===== src/rtl/dsi_tx_pkg.sv =====
package dsi_tx_pkg;

  localparam int unsigned REG_CFG  = 0;
  localparam int unsigned REG_CTL  = 1;
  localparam int unsigned REG_STS  = 2;
  localparam int unsigned REG_IEN  = 3;
  localparam int unsigned REG_HDR  = 4;
  localparam int unsigned REG_PAY0 = 5;

  localparam int unsigned CFG_LP_BIT = 8;
  localparam int unsigned CTL_SEND   = 0;
  localparam int unsigned CTL_BTA    = 1;
  localparam int unsigned CTL_BTYPE  = 2;
  localparam int unsigned HDR_LONG   = 24;

  localparam int unsigned STS_TX  = 0;
  localparam int unsigned STS_BTA = 1;
  localparam int unsigned STS_BUS = 16;
  localparam int unsigned STS_COL = 18;
  localparam logic [31:0] STS_MASK = (32'h1 << STS_TX) | (32'h1 << STS_BTA)
                                   | (32'h1 << STS_BUS) | (32'h1 << STS_COL);

  localparam logic [15:0] CRC_INIT = 16'hFFFF;
  localparam logic [15:0] CRC_POLY_REV = 16'h8408;

  typedef enum logic [1:0] {ST_IDLE, ST_HDR, ST_PAY, ST_CRC} seq_state_t;

  // Coverage masks of the six header parity bits over the 24 header bits
  function automatic logic [23:0] ecc_mask(input int idx);
    case (idx)
      0:       return 24'hF12CB7;
      1:       return 24'hF2555B;
      2:       return 24'h749A6D;
      3:       return 24'hB8E38E;
      4:       return 24'hDF03F0;
      5:       return 24'hEFFC00;
      default: return 24'h000000;
    endcase
  endfunction

  function automatic logic [15:0] crc_step(input logic [15:0] cur, input logic [7:0] din);
    logic [15:0] r;
    r = cur ^ {8'h00, din};
    for (int i = 0; i < 8; i++) begin
      r = r[0] ? ((r >> 1) ^ CRC_POLY_REV) : (r >> 1);
    end
    return r;
  endfunction

endpackage


===== src/rtl/dsi_tx_ecc.sv =====
module dsi_tx_ecc
  import dsi_tx_pkg::*;
#(
  parameter int unsigned PAR_BITS = 6
) (
  input  logic [23:0] hdr_bits,
  output logic [7:0]  ecc
);

  for (genvar g = 0; g < PAR_BITS; g++) begin : g_par
    assign ecc[g] = ^(hdr_bits & ecc_mask(g));
  end
  assign ecc[7:PAR_BITS] = '0;

endmodule


===== src/rtl/dsi_tx_crc.sv =====
module dsi_tx_crc
  import dsi_tx_pkg::*;
(
  input  logic        clk,
  input  logic        rst_n,
  input  logic        clr,
  input  logic        en,
  input  logic [7:0]  din,
  output logic [15:0] crc
);

  logic [15:0] crc_q, crc_d;

  always_comb begin
    crc_d = crc_q;
    if (clr) begin
      crc_d = CRC_INIT;
    end else if (en) begin
      crc_d = crc_step(crc_q, din);
    end
  end

  always_ff @(posedge clk or negedge rst_n) begin
    if (!rst_n) begin
      crc_q <= CRC_INIT;
    end else if (clr || en) begin
      crc_q <= crc_d;
    end
  end

  assign crc = crc_q;

endmodule


===== src/rtl/dsi_tx_regs.sv =====
module dsi_tx_regs
  import dsi_tx_pkg::*;
#(
  parameter int unsigned AW        = 4,
  parameter int unsigned PAY_WORDS = 4
) (
  input  logic                    clk,
  input  logic                    rst_n,
  input  logic                    wr,
  input  logic [AW-1:0]           addr,
  input  logic [31:0]             wdata,
  output logic [31:0]             rdata,
  input  logic                    busy,
  input  logic                    fin_tx,
  input  logic                    fin_bta,
  input  logic                    err_bus,
  input  logic                    err_col,
  output logic                    start,
  output logic                    start_bta,
  output logic                    start_type,
  output logic                    cfg_lp,
  output logic [24:0]             hdr,
  output logic [PAY_WORDS*32-1:0] pay_flat,
  output logic                    irq
);

  logic        lp_q;
  logic [24:0] hdr_q;
  logic [31:0] sts_q, sts_d, ien_q;
  logic [31:0] pay_q [PAY_WORDS];
  logic        wr_cfg, wr_hdr, wr_sts, wr_ien, wr_ctl;
  logic [31:0] sts_set;

  assign wr_cfg = wr && (addr == AW'(REG_CFG)) && !busy;
  assign wr_hdr = wr && (addr == AW'(REG_HDR)) && !busy;
  assign wr_ctl = wr && (addr == AW'(REG_CTL));
  assign wr_sts = wr && (addr == AW'(REG_STS));
  assign wr_ien = wr && (addr == AW'(REG_IEN));

  assign start      = wr_ctl && !busy && (wdata[CTL_SEND] || wdata[CTL_BTA]);
  assign start_bta  = wdata[CTL_BTA];
  assign start_type = wdata[CTL_BTYPE];

  always_comb begin
    sts_set = '0;
    sts_set[STS_TX]  = fin_tx;
    sts_set[STS_BTA] = fin_bta;
    sts_set[STS_BUS] = err_bus;
    sts_set[STS_COL] = err_col;
    sts_d = sts_q;
    if (wr_sts) begin
      sts_d = sts_d & ~wdata;
    end
    sts_d = (sts_d | sts_set) & STS_MASK;
  end

  always_ff @(posedge clk or negedge rst_n) begin
    if (!rst_n) begin
      lp_q  <= 1'b0;
      hdr_q <= '0;
      sts_q <= '0;
      ien_q <= '0;
    end else begin
      sts_q <= sts_d;
      if (wr_cfg) lp_q  <= wdata[CFG_LP_BIT];
      if (wr_hdr) hdr_q <= wdata[24:0];
      if (wr_ien) ien_q <= wdata & STS_MASK;
    end
  end

  for (genvar w = 0; w < PAY_WORDS; w++) begin : g_pay
    logic wr_pay;
    assign wr_pay = wr && (addr == AW'(REG_PAY0 + w)) && !busy;
    always_ff @(posedge clk or negedge rst_n) begin
      if (!rst_n) begin
        pay_q[w] <= '0;
      end else if (wr_pay) begin
        pay_q[w] <= wdata;
      end
    end
    assign pay_flat[w*32 +: 32] = pay_q[w];
  end

  always_comb begin
    rdata = '0;
    case (addr)
      AW'(REG_CFG): rdata[CFG_LP_BIT] = lp_q;
      AW'(REG_STS): rdata = sts_q;
      AW'(REG_IEN): rdata = ien_q;
      AW'(REG_HDR): rdata = {7'd0, hdr_q};
      default: begin
        for (int w = 0; w < PAY_WORDS; w++) begin
          if (addr == AW'(REG_PAY0 + w)) rdata = pay_q[w];
        end
      end
    endcase
  end

  assign cfg_lp = lp_q;
  assign hdr    = hdr_q;
  assign irq    = |(sts_q & ien_q);

  AST_HDR_LOCKED: assert property (@(posedge clk) disable iff (!rst_n)
    (busy && wr && addr == AW'(REG_HDR)) |=> $stable(hdr_q));
  AST_DONE_W1C: assert property (@(posedge clk) disable iff (!rst_n)
    (sts_q[STS_TX] && wr_sts && wdata[STS_TX] && !fin_tx) |=> !sts_q[STS_TX]);
  AST_ERR_SETS: assert property (@(posedge clk) disable iff (!rst_n)
    err_bus |=> sts_q[STS_BUS]);

endmodule


===== src/rtl/dsi_tx_seq.sv =====
module dsi_tx_seq
  import dsi_tx_pkg::*;
#(
  parameter int unsigned MAX_BYTES = 16
) (
  input  logic                   clk,
  input  logic                   rst_n,
  input  logic                   start,
  input  logic                   start_bta,
  input  logic                   start_type,
  input  logic [24:0]            hdr,
  input  logic [MAX_BYTES*8-1:0] pay_flat,
  input  logic [7:0]             ecc,
  input  logic [15:0]            crc,
  output logic [7:0]             tx_data,
  output logic                   tx_valid,
  output logic                   tx_last,
  input  logic                   tx_ready,
  output logic                   busy,
  output logic                   crc_clr,
  output logic                   crc_en,
  output logic                   fin_tx,
  output logic                   fin_bta,
  output logic                   bta_req,
  output logic                   bta_type
);

  localparam int unsigned CW = $clog2(MAX_BYTES + 1);
  localparam int unsigned IW = $clog2(MAX_BYTES);

  seq_state_t     state_q, state_d;
  logic [CW-1:0]  cnt_q, cnt_d;
  logic [CW-1:0]  n_pay;
  logic           fin_q, fin_d, mode_q, type_q;
  logic           is_long, fire;

  assign is_long = hdr[HDR_LONG];
  assign n_pay   = (hdr[15:0] > 16'(MAX_BYTES)) ? CW'(MAX_BYTES) : CW'(hdr[15:0]);
  assign fire    = tx_valid && tx_ready;

  always_comb begin
    state_d = state_q;
    cnt_d   = cnt_q;
    fin_d   = 1'b0;
    case (state_q)
      ST_IDLE: if (start) begin
        state_d = ST_HDR;
        cnt_d   = '0;
      end
      ST_HDR: if (fire) begin
        if (cnt_q == CW'(3)) begin
          cnt_d = '0;
          if (!is_long) begin
            state_d = ST_IDLE;
            fin_d   = 1'b1;
          end else if (n_pay == '0) begin
            state_d = ST_CRC;
          end else begin
            state_d = ST_PAY;
          end
        end else begin
          cnt_d = cnt_q + 1'b1;
        end
      end
      ST_PAY: if (fire) begin
        if (cnt_q == CW'(n_pay - 1'b1)) begin
          cnt_d   = '0;
          state_d = ST_CRC;
        end else begin
          cnt_d = cnt_q + 1'b1;
        end
      end
      ST_CRC: if (fire) begin
        if (cnt_q[0]) begin
          cnt_d   = '0;
          state_d = ST_IDLE;
          fin_d   = 1'b1;
        end else begin
          cnt_d = cnt_q + 1'b1;
        end
      end
      default: state_d = ST_IDLE;
    endcase
  end

  always_ff @(posedge clk or negedge rst_n) begin
    if (!rst_n) begin
      state_q <= ST_IDLE;
      cnt_q   <= '0;
      fin_q   <= 1'b0;
      mode_q  <= 1'b0;
      type_q  <= 1'b0;
    end else begin
      state_q <= state_d;
      cnt_q   <= cnt_d;
      fin_q   <= fin_d;
      if (start && state_q == ST_IDLE) begin
        mode_q <= start_bta;
        type_q <= start_type;
      end
    end
  end

  always_comb begin
    tx_data = '0;
    tx_last = 1'b0;
    case (state_q)
      ST_HDR: begin
        case (cnt_q[1:0])
          2'd0:    tx_data = hdr[23:16];
          2'd1:    tx_data = hdr[7:0];
          2'd2:    tx_data = hdr[15:8];
          default: tx_data = ecc;
        endcase
        tx_last = (cnt_q == CW'(3)) && !is_long;
      end
      ST_PAY:  tx_data = pay_flat[{cnt_q[IW-1:0], 3'b000} +: 8];
      ST_CRC: begin
        tx_data = cnt_q[0] ? crc[15:8] : crc[7:0];
        tx_last = cnt_q[0];
      end
      default: ;
    endcase
  end

  assign tx_valid = (state_q != ST_IDLE);
  assign busy     = (state_q != ST_IDLE);
  assign crc_clr  = start && (state_q == ST_IDLE);
  assign crc_en   = fire && (state_q == ST_PAY);
  assign fin_tx   = fin_q && !mode_q;
  assign fin_bta  = fin_q && mode_q;
  assign bta_req  = fin_bta;
  assign bta_type = type_q;

  AST_HOLD_STALL: assert property (@(posedge clk) disable iff (!rst_n)
    (tx_valid && !tx_ready) |=> (tx_valid && $stable(tx_data)));
  AST_PAY_CLAMP: assert property (@(posedge clk) disable iff (!rst_n)
    (state_q == ST_PAY) |-> (cnt_q < CW'(MAX_BYTES)));
  AST_SHORT_NO_PAY: assert property (@(posedge clk) disable iff (!rst_n)
    (state_q == ST_PAY) |-> is_long);
  AST_BTA_AFTER_LAST: assert property (@(posedge clk) disable iff (!rst_n)
    bta_req |-> $past(tx_valid && tx_ready && tx_last));

endmodule


===== src/rtl/dsi_cmd_tx.sv =====
module dsi_cmd_tx
  import dsi_tx_pkg::*;
#(
  parameter int unsigned AW        = 4,
  parameter int unsigned PAY_WORDS = 4
) (
  input  logic          clk,
  input  logic          rst_n,
  input  logic          reg_wr,
  input  logic [AW-1:0] reg_addr,
  input  logic [31:0]   reg_wdata,
  output logic [31:0]   reg_rdata,
  input  logic          err_bus,
  input  logic          err_collision,
  output logic [7:0]    tx_data,
  output logic          tx_valid,
  output logic          tx_last,
  input  logic          tx_ready,
  output logic          tx_lp,
  output logic          bta_req,
  output logic          bta_type,
  output logic          irq
);

  localparam int unsigned MAX_BYTES = PAY_WORDS * 4;

  logic                   busy, fin_tx, fin_bta;
  logic                   start, start_bta, start_type;
  logic [24:0]            hdr;
  logic [PAY_WORDS*32-1:0] pay_flat;
  logic [7:0]             ecc;
  logic [15:0]            crc;
  logic                   crc_clr, crc_en;

  dsi_tx_regs #(.AW(AW), .PAY_WORDS(PAY_WORDS)) u_regs (
    .clk(clk), .rst_n(rst_n), .wr(reg_wr), .addr(reg_addr), .wdata(reg_wdata),
    .rdata(reg_rdata), .busy(busy), .fin_tx(fin_tx), .fin_bta(fin_bta),
    .err_bus(err_bus), .err_col(err_collision), .start(start),
    .start_bta(start_bta), .start_type(start_type), .cfg_lp(tx_lp),
    .hdr(hdr), .pay_flat(pay_flat), .irq(irq)
  );

  dsi_tx_ecc u_ecc (
    .hdr_bits(hdr[23:0]), .ecc(ecc)
  );

  dsi_tx_crc u_crc (
    .clk(clk), .rst_n(rst_n), .clr(crc_clr), .en(crc_en), .din(tx_data), .crc(crc)
  );

  dsi_tx_seq #(.MAX_BYTES(MAX_BYTES)) u_seq (
    .clk(clk), .rst_n(rst_n), .start(start), .start_bta(start_bta),
    .start_type(start_type), .hdr(hdr), .pay_flat(pay_flat), .ecc(ecc),
    .crc(crc), .tx_data(tx_data), .tx_valid(tx_valid), .tx_last(tx_last),
    .tx_ready(tx_ready), .busy(busy), .crc_clr(crc_clr), .crc_en(crc_en),
    .fin_tx(fin_tx), .fin_bta(fin_bta), .bta_req(bta_req), .bta_type(bta_type)
  );

endmodule


===== config.mk =====
export PLATFORM = sky130hd
export DESIGN_NAME = dsi_cmd_tx
export DESIGN_NICKNAME = d
export VERILOG_FILES = /design/src/rtl/dsi_tx_pkg.sv /design/src/rtl/dsi_tx_ecc.sv /design/src/rtl/dsi_tx_crc.sv /design/src/rtl/dsi_tx_regs.sv /design/src/rtl/dsi_tx_seq.sv /design/src/rtl/dsi_cmd_tx.sv
export SDC_FILE = /design/constraint.sdc
export NUM_CORES = 1
export LEC_CHECK = 0
export CAP_MARGIN = 0
export CORE_ASPECT_RATIO = 1.75
export CORE_MARGIN = 1.5
export CORE_UTILIZATION = 50
export CTS_BUF_LIST = sky130_fd_sc_hd__clkbuf_4 sky130_fd_sc_hd__clkbuf_8
export DETAILED_ROUTE_END_ITERATION = 10
export PLACE_DENSITY_LB_ADDON = 0.12
export SETUP_SLACK_MARGIN = 0.1
export SYNTH_ARGS = -nofsm -noshare
export SYNTH_HDL_FRONTEND = slang
export SYNTH_SLANG_ARGS = --single-unit

===== constraint.sdc =====
create_clock -name clk -period 3.08 [get_ports clk]
set_input_delay 0.462 -clock clk [delete_from_list [all_inputs] [get_ports clk]]
set_output_delay 0.462 -clock clk [all_outputs]
set_load 0.05 [all_outputs]

---- Word-level counts from Yosys, hierarchy flattened ----
Cells that the tools add are included.
storage, ports and cells
  input bits .............................. 42
  flip-flop bits (word level) ............. 188
  word-level logic and storage cells ...... 145
cells by class
  eq/ne operators ......................... 22
  $add $sub $neg .......................... 2
  muxes and demuxes ....................... 47
  magnitude comparators ................... 1
  shift operators ......................... 1
  bitwise logic cells ..................... 13
  reduce and logical (&&, ||, !) cells .... 45
operators by type and width
  operator               number
  $mux W16               10
  $reduce_xor A24 Y1     6
  $mux W32               4
  $shiftx A128 B8 Y8     1
  $pmux W23 S4           1
  $pmux W8 S3            2
  $mux W5                8
  $and A19 B19 Y19       2
  $pmux W8 S4            1
  $reduce_or A32 Y1      1
  $not A2 Y3             8
  $logic_and A1 B1 Y1    23
  $pmux W5 S4            1
  $mux W19               1
  $not A19 Y19           1
  $or A19 B19 Y19        1
  $eq A4 B3 Y1 const B   4
  $gt A16 B5 Y1 const B  1
  $mux W2                8
  $xor A16 B8 Y16        1
  $ne A2 B1 Y1 const B   7
  $eq A4 B2 Y1 const B   2
  $mux W8                1
  $pmux W2 S4            1
  21 further kinds       35

---- Logic depth before layout (Yosys ltp) ----
  depth after elaboration ................. 22
  depth in mapped cells ................... 15
  depth with buffers taken out ............ 14

---- Cells and area by module ----
A second synthesis with hierarchy kept.
unflattened totals
  cells, all modules ...................... 949
  area total of the unflattened synthesis .. 11,574.9 um2
modules (own cells, without submodules)
  module       times used  sequential area each (um2)  area each (um2)  cells an instance
  dsi_tx_regs  1           4,053.9                     7,661.1          585
  dsi_tx_seq   1           250.2                       2,348.5          240
  dsi_tx_crc   1           420.4                       1,039.7          81
  dsi_tx_ecc   1           0.0                         525.5            43

---- Worst setup path before layout ----
OpenSTA, ideal clock, no wires.
  path type ............................... register to register
  start ................................... register u_seq.cnt_q[0]
  end ..................................... register u_crc.crc_q[8] (netlist: u_crc.crc[8])
  clock period less this slack ............ 3.408 ns
  slack ................................... -0.328 ns
  arrival ................................. 3.335 ns
  stages on the path, launching flop included .. 16
  path through ............................ dfrtp_1 -> buf_6 -> buf_12 -> buf_4 -> buf_4 -> inv_1 -> ha_1 -> clkbuf_1 -> a222oi_1 -> o22ai_1 -> nand2_1 -> o2111ai_2 -> xor2_2 -> xor3_2 -> xnor2_1 -> a21oi_1
on the way
  elaborated cells between the ends (all ways) .. 20
  those cells by class .................... eq/ne: 2; shift: 1; mux: 13; bitwise: 3; reduce/logical: 1
RTL lines
  item                                                        RTL line           RTL
  start: declaration                                          dsi_tx_seq.sv:32   logic [CW-1:0] cnt_q, cnt_d;
  start signal: assignment                                    dsi_tx_seq.sv:95   cnt_q <= cnt_d;
  branches (longest 2 deep; another with $shiftx A128 B8 Y8)  -
  $pmux W8 S3 *                                               dsi_tx_seq.sv:107  case (state_q)
  named net tx_data[1]                                        dsi_cmd_tx.sv:15   output logic [7:0] tx_data,
  $xor A16 B8 Y16 *                                           dsi_tx_pkg.sv:43   r = cur ^ {8'h00, din};
  $mux W16 * (8 in series)                                    dsi_tx_pkg.sv:45   r = r[0] ? ((r >> 1) ^ CRC_POLY_REV) : (r >> 1);
  $mux W16 *                                                  dsi_tx_crc.sv:18   end else if (en) begin
  $mux W16 *                                                  dsi_tx_crc.sv:16   if (clr) begin
  end signal: assignment                                      dsi_tx_crc.sv:27   crc_q <= crc_d;
  end: declaration                                            dsi_tx_crc.sv:12   logic [15:0] crc_q, crc_d;
Mark *: on every way through the listed nets, which the timed path passes. The select of a mux whose other input is x is not followed.
A chain may end at the register's enable or synchronous reset.

---- Worst setup path after layout ----
  start ................................... register u_seq.cnt_q[0]
  end ..................................... output tx_data[7]
on the way
  cells in the longest elaborated chain, start to end .. 3
  elaborated cells between the ends (all ways) .. 7
  those cells by class .................... eq/ne: 2; shift: 1; mux: 3; reduce/logical: 1
ends and longest elaborated chain
  item                                                        RTL line
  branches (longest 2 deep; another with $shiftx A128 B8 Y8)  -
  $pmux W8 S3 *                                               dsi_tx_seq.sv:107
  end: declaration                                            dsi_cmd_tx.sv:15
Mark *: on every way between the ends.

==> results_dict.tcl <==
set metrics [dict create \
    syn_to_final_growth_pct 28.91 \
    die_h_um 200.2 \
    hp-start "u_seq.bta_type" \
    routed_wl_mm 35.01 \
    grt_pass1_wl_mm 53.86 \
    relSlewSlack_pct 63.33 \
    hold_slack_ns 0.4843 \
    synth_area_per_cell_um2 12.26 \
    grt.total_usage_pct 31.51 \
    postPlaceCellArea_um2 13270 \
    dieArea_um2 23150 \
    min_period_ns 3.137 \
    synth_top_area_share_pct 38.75 \
    port_buffers 87 \
    ys_seq_area_share_pct 42.53 \
    path_clk_slew_ns 0.10 \
    finalHoldViolations 0 \
    die_x_um 115.7 \
    synth_seq_cells 188 \
    grt_max_degree 60 \
    worstSetupStartpointType "flop" \
    ir_worst_vdd_mv 0.5546 \
    cts_buffers 17 \
    max_freq_mhz 318.8 \
    maxSlewViolCount 0 \
    yosysUniqueCellTypes 75 \
    stdcell_count 1381 \
    maxCapViolations 0 \
    r2r_slack_ns -0.05 \
    worstMarginPinSlew_ns 0.5426 \
    place_hpwl_mm 25.43 \
    yosys.area.top_type "dfrtp_1" \
    timing.rr.start "u_regs.hdr[15]" \
    core_area_um2 21980 \
    io-pin-count 88 \
    r2r_end "u_seq.cnt_q[0]" \
    r2r.worst_path.cells 14 \
    power_density_nw_per_um2 917.0 \
    synth_cells 906 \
    layout_setup_ws_ns -0.05678 \
    ys.flop_type "dfrtp_1" \
    drive_gt1_share_pct 45.16 \
    finalCritPeriodShare_pct 101.8 \
    final_cell_mix "dfrtp_1 (168), mux2_2 (161), buf_4 (103)" \
    cp.arrival_ns 2.67 \
    cts_tree "built" \
    synth.cell_area_um2 11110 \
    gp_congestion 0.9836 \
    syn-num-nets 967 \
    final_common_cell "dfrtp_1" \
    ys_top_cells_by_area "dfrtp_1 (39%), mux2_2 (17%), mux4_2 (7.7%)" \
    final_core_util_pct 65.15 \
    grt.overflow.total 0 \
    drt_iter0_drc 643 \
    final.fill_count 1715 \
    path_max_fanout 6 \
    violations "setup timing" \
    synth_warnings 0 \
    antenna_found_initial 0 \
    cts_max_path_buffers 2 \
    first_pass_iters 5 \
    antenna_cells 0 \
    p_leak_nw 6.429 \
    insertion_delay_ns 0.49 \
    first_global_vias 9034 \
    drc 0 \
    min_to "u_seq.bta_type" \
    rows 72 \
    synth-edff-count 0 \
    async_reset_ff_share_pct 100.0 \
    cp-end-kind "output port" \
    wl_per_cell_um 25.35 \
    p_total_mw 13.13 \
    status "complete, but fails checks" \
    cts.sinks 188 \
    initial_core_util_pct 50.54 \
    hold_class "reg -> reg" \
    h-tree-depth 4 \
    rsz0062_at_grt "true" \
    fin_worst_skew_ns 0.007855 \
    hold_depth 2 \
    finalSetupViolCount 4 \
    required_ns 2.62 \
    root_buffer "clkbuf_8" \
    viasPerCell 6.324 \
    dpl.cell_count 1321 \
    criticalPathCategory "reg -> out" \
    vias 8733 \
    ant_nets 0 \
    nets 1134 \
    stdcell_area_um2 14320 \
]
[how the worst max path moves through the flow]
stage,end,cells after the start,startpoint
6_report,tx_data[7],7,u_seq.cnt_q[0]
5_1_grt,u_seq.cnt_q[0],15,u_regs.hdr[13]
3_5_place_dp,u_seq.cnt_q[0],15,u_regs.hdr[15]
2_1_floorplan,u_crc.crc[1],15,u_seq.cnt_q[0]
4_1_cts,tx_data[7],7,u_seq.cnt_q[0]
3_3_place_gp,u_seq.cnt_q[0],14,u_regs.hdr[15]
[cell type report]
type | count | area [µm²] | share of cell area, %
multi-input cells | 629 | 6407 | 44.74
clock inverters | 12 | 136.4 | 0.9524
well taps | 296 | 370.4 | 2.586
inverters | 29 | 116.4 | 0.8126
flip-flops and latches | 188 | 4730 | 33.03
clock buffers | 19 | 255.2 | 1.782
repair buffers | 208 | 2305 | 16.09
[state kept, by name (all words and copies together), names as in the netlist, named ones only]
register	cells
u_crc.crc	16
u_regs.cfg_lp	1
u_regs.hdr	25
u_regs.ien_q	4
u_regs.pay_flat	128
u_regs.sts_q	4
u_seq.bta_type	1
u_seq.cnt_q	5
u_seq.fin_q	1
u_seq.mode_q	1
u_seq.state_q	1
[cells in the mapped netlist (all sizes together) (24+ instances only)]
master	instances
a21oi	28
inv	28
clkbuf	24
mux2	163
mux4	41
nor2	35
xnor2	42
nand2	60
buf	36
dfrtp	172
[per-layer routing]
| metal | global-route usage (%) | part of all wire [%] | vias to the layer above |
|---|---|---|---|
| met2 | 53.04 | 52 | 374 |
| met4 | 17.90 | 5.6 | 0 |
| met3 | 5.083 | 5.3 | 114 |
| met1 | 37.78 | 37 | 4491 |
| li1 | - | - | 3754 |
| met5 | 0 | 0 | - |
[worst max-delay path, cell delays in order (launching register included)]
cell     delay, ns
dfrtp_2       0.47
buf_8         0.16
mux4_2        0.50
mux4_2        0.53
nor2b_4       0.16
nor2_1        0.08
o22ai_1       0.08
buf_4         0.20
[power breakdown]
group	total [mW]	switching [mW]	internal, mW	leakage (nW)
logic	7.62	3.77	3.85	3.75
registers	3.83	0.659	3.17	2.49
clock network	1.68	0.926	0.753	0.192
total	13.1	5.35	7.78	6.43
[logic make-up after synthesis]
logic type,synth area share [%]
multiplexers,26.56
buffers and inverters,3.616
AO/OA/AOI/OAI,11.33
flip-flops,42.53
XOR/XNOR,6.747
adder cells (fa/ha/maj),2.140
AND/OR/NAND/NOR,7.074
[metrics by stage]
step / worst slack, ns / TNS (ns)
floorplan: -0.08813 / -0.1855
global placement: -0.07374 / -0.1014
detailed placement: -0.1367 / -0.4815
CTS: -0.04463 / -0.08809
global route: -0.1343 / -0.8845
finish: -0.05678 / -0.1687
[timing repair]
item,CTS,global route
pin swaps,33,20
endpoints found under the setup margin,30,33
gates resized for setup,61,30
endpoints found under the hold margin,55,0
buffers inserted,19,9
gates cloned,1,1
hold buffers,1,0
No activity file was read; power rests on OpenSTA's default activity.
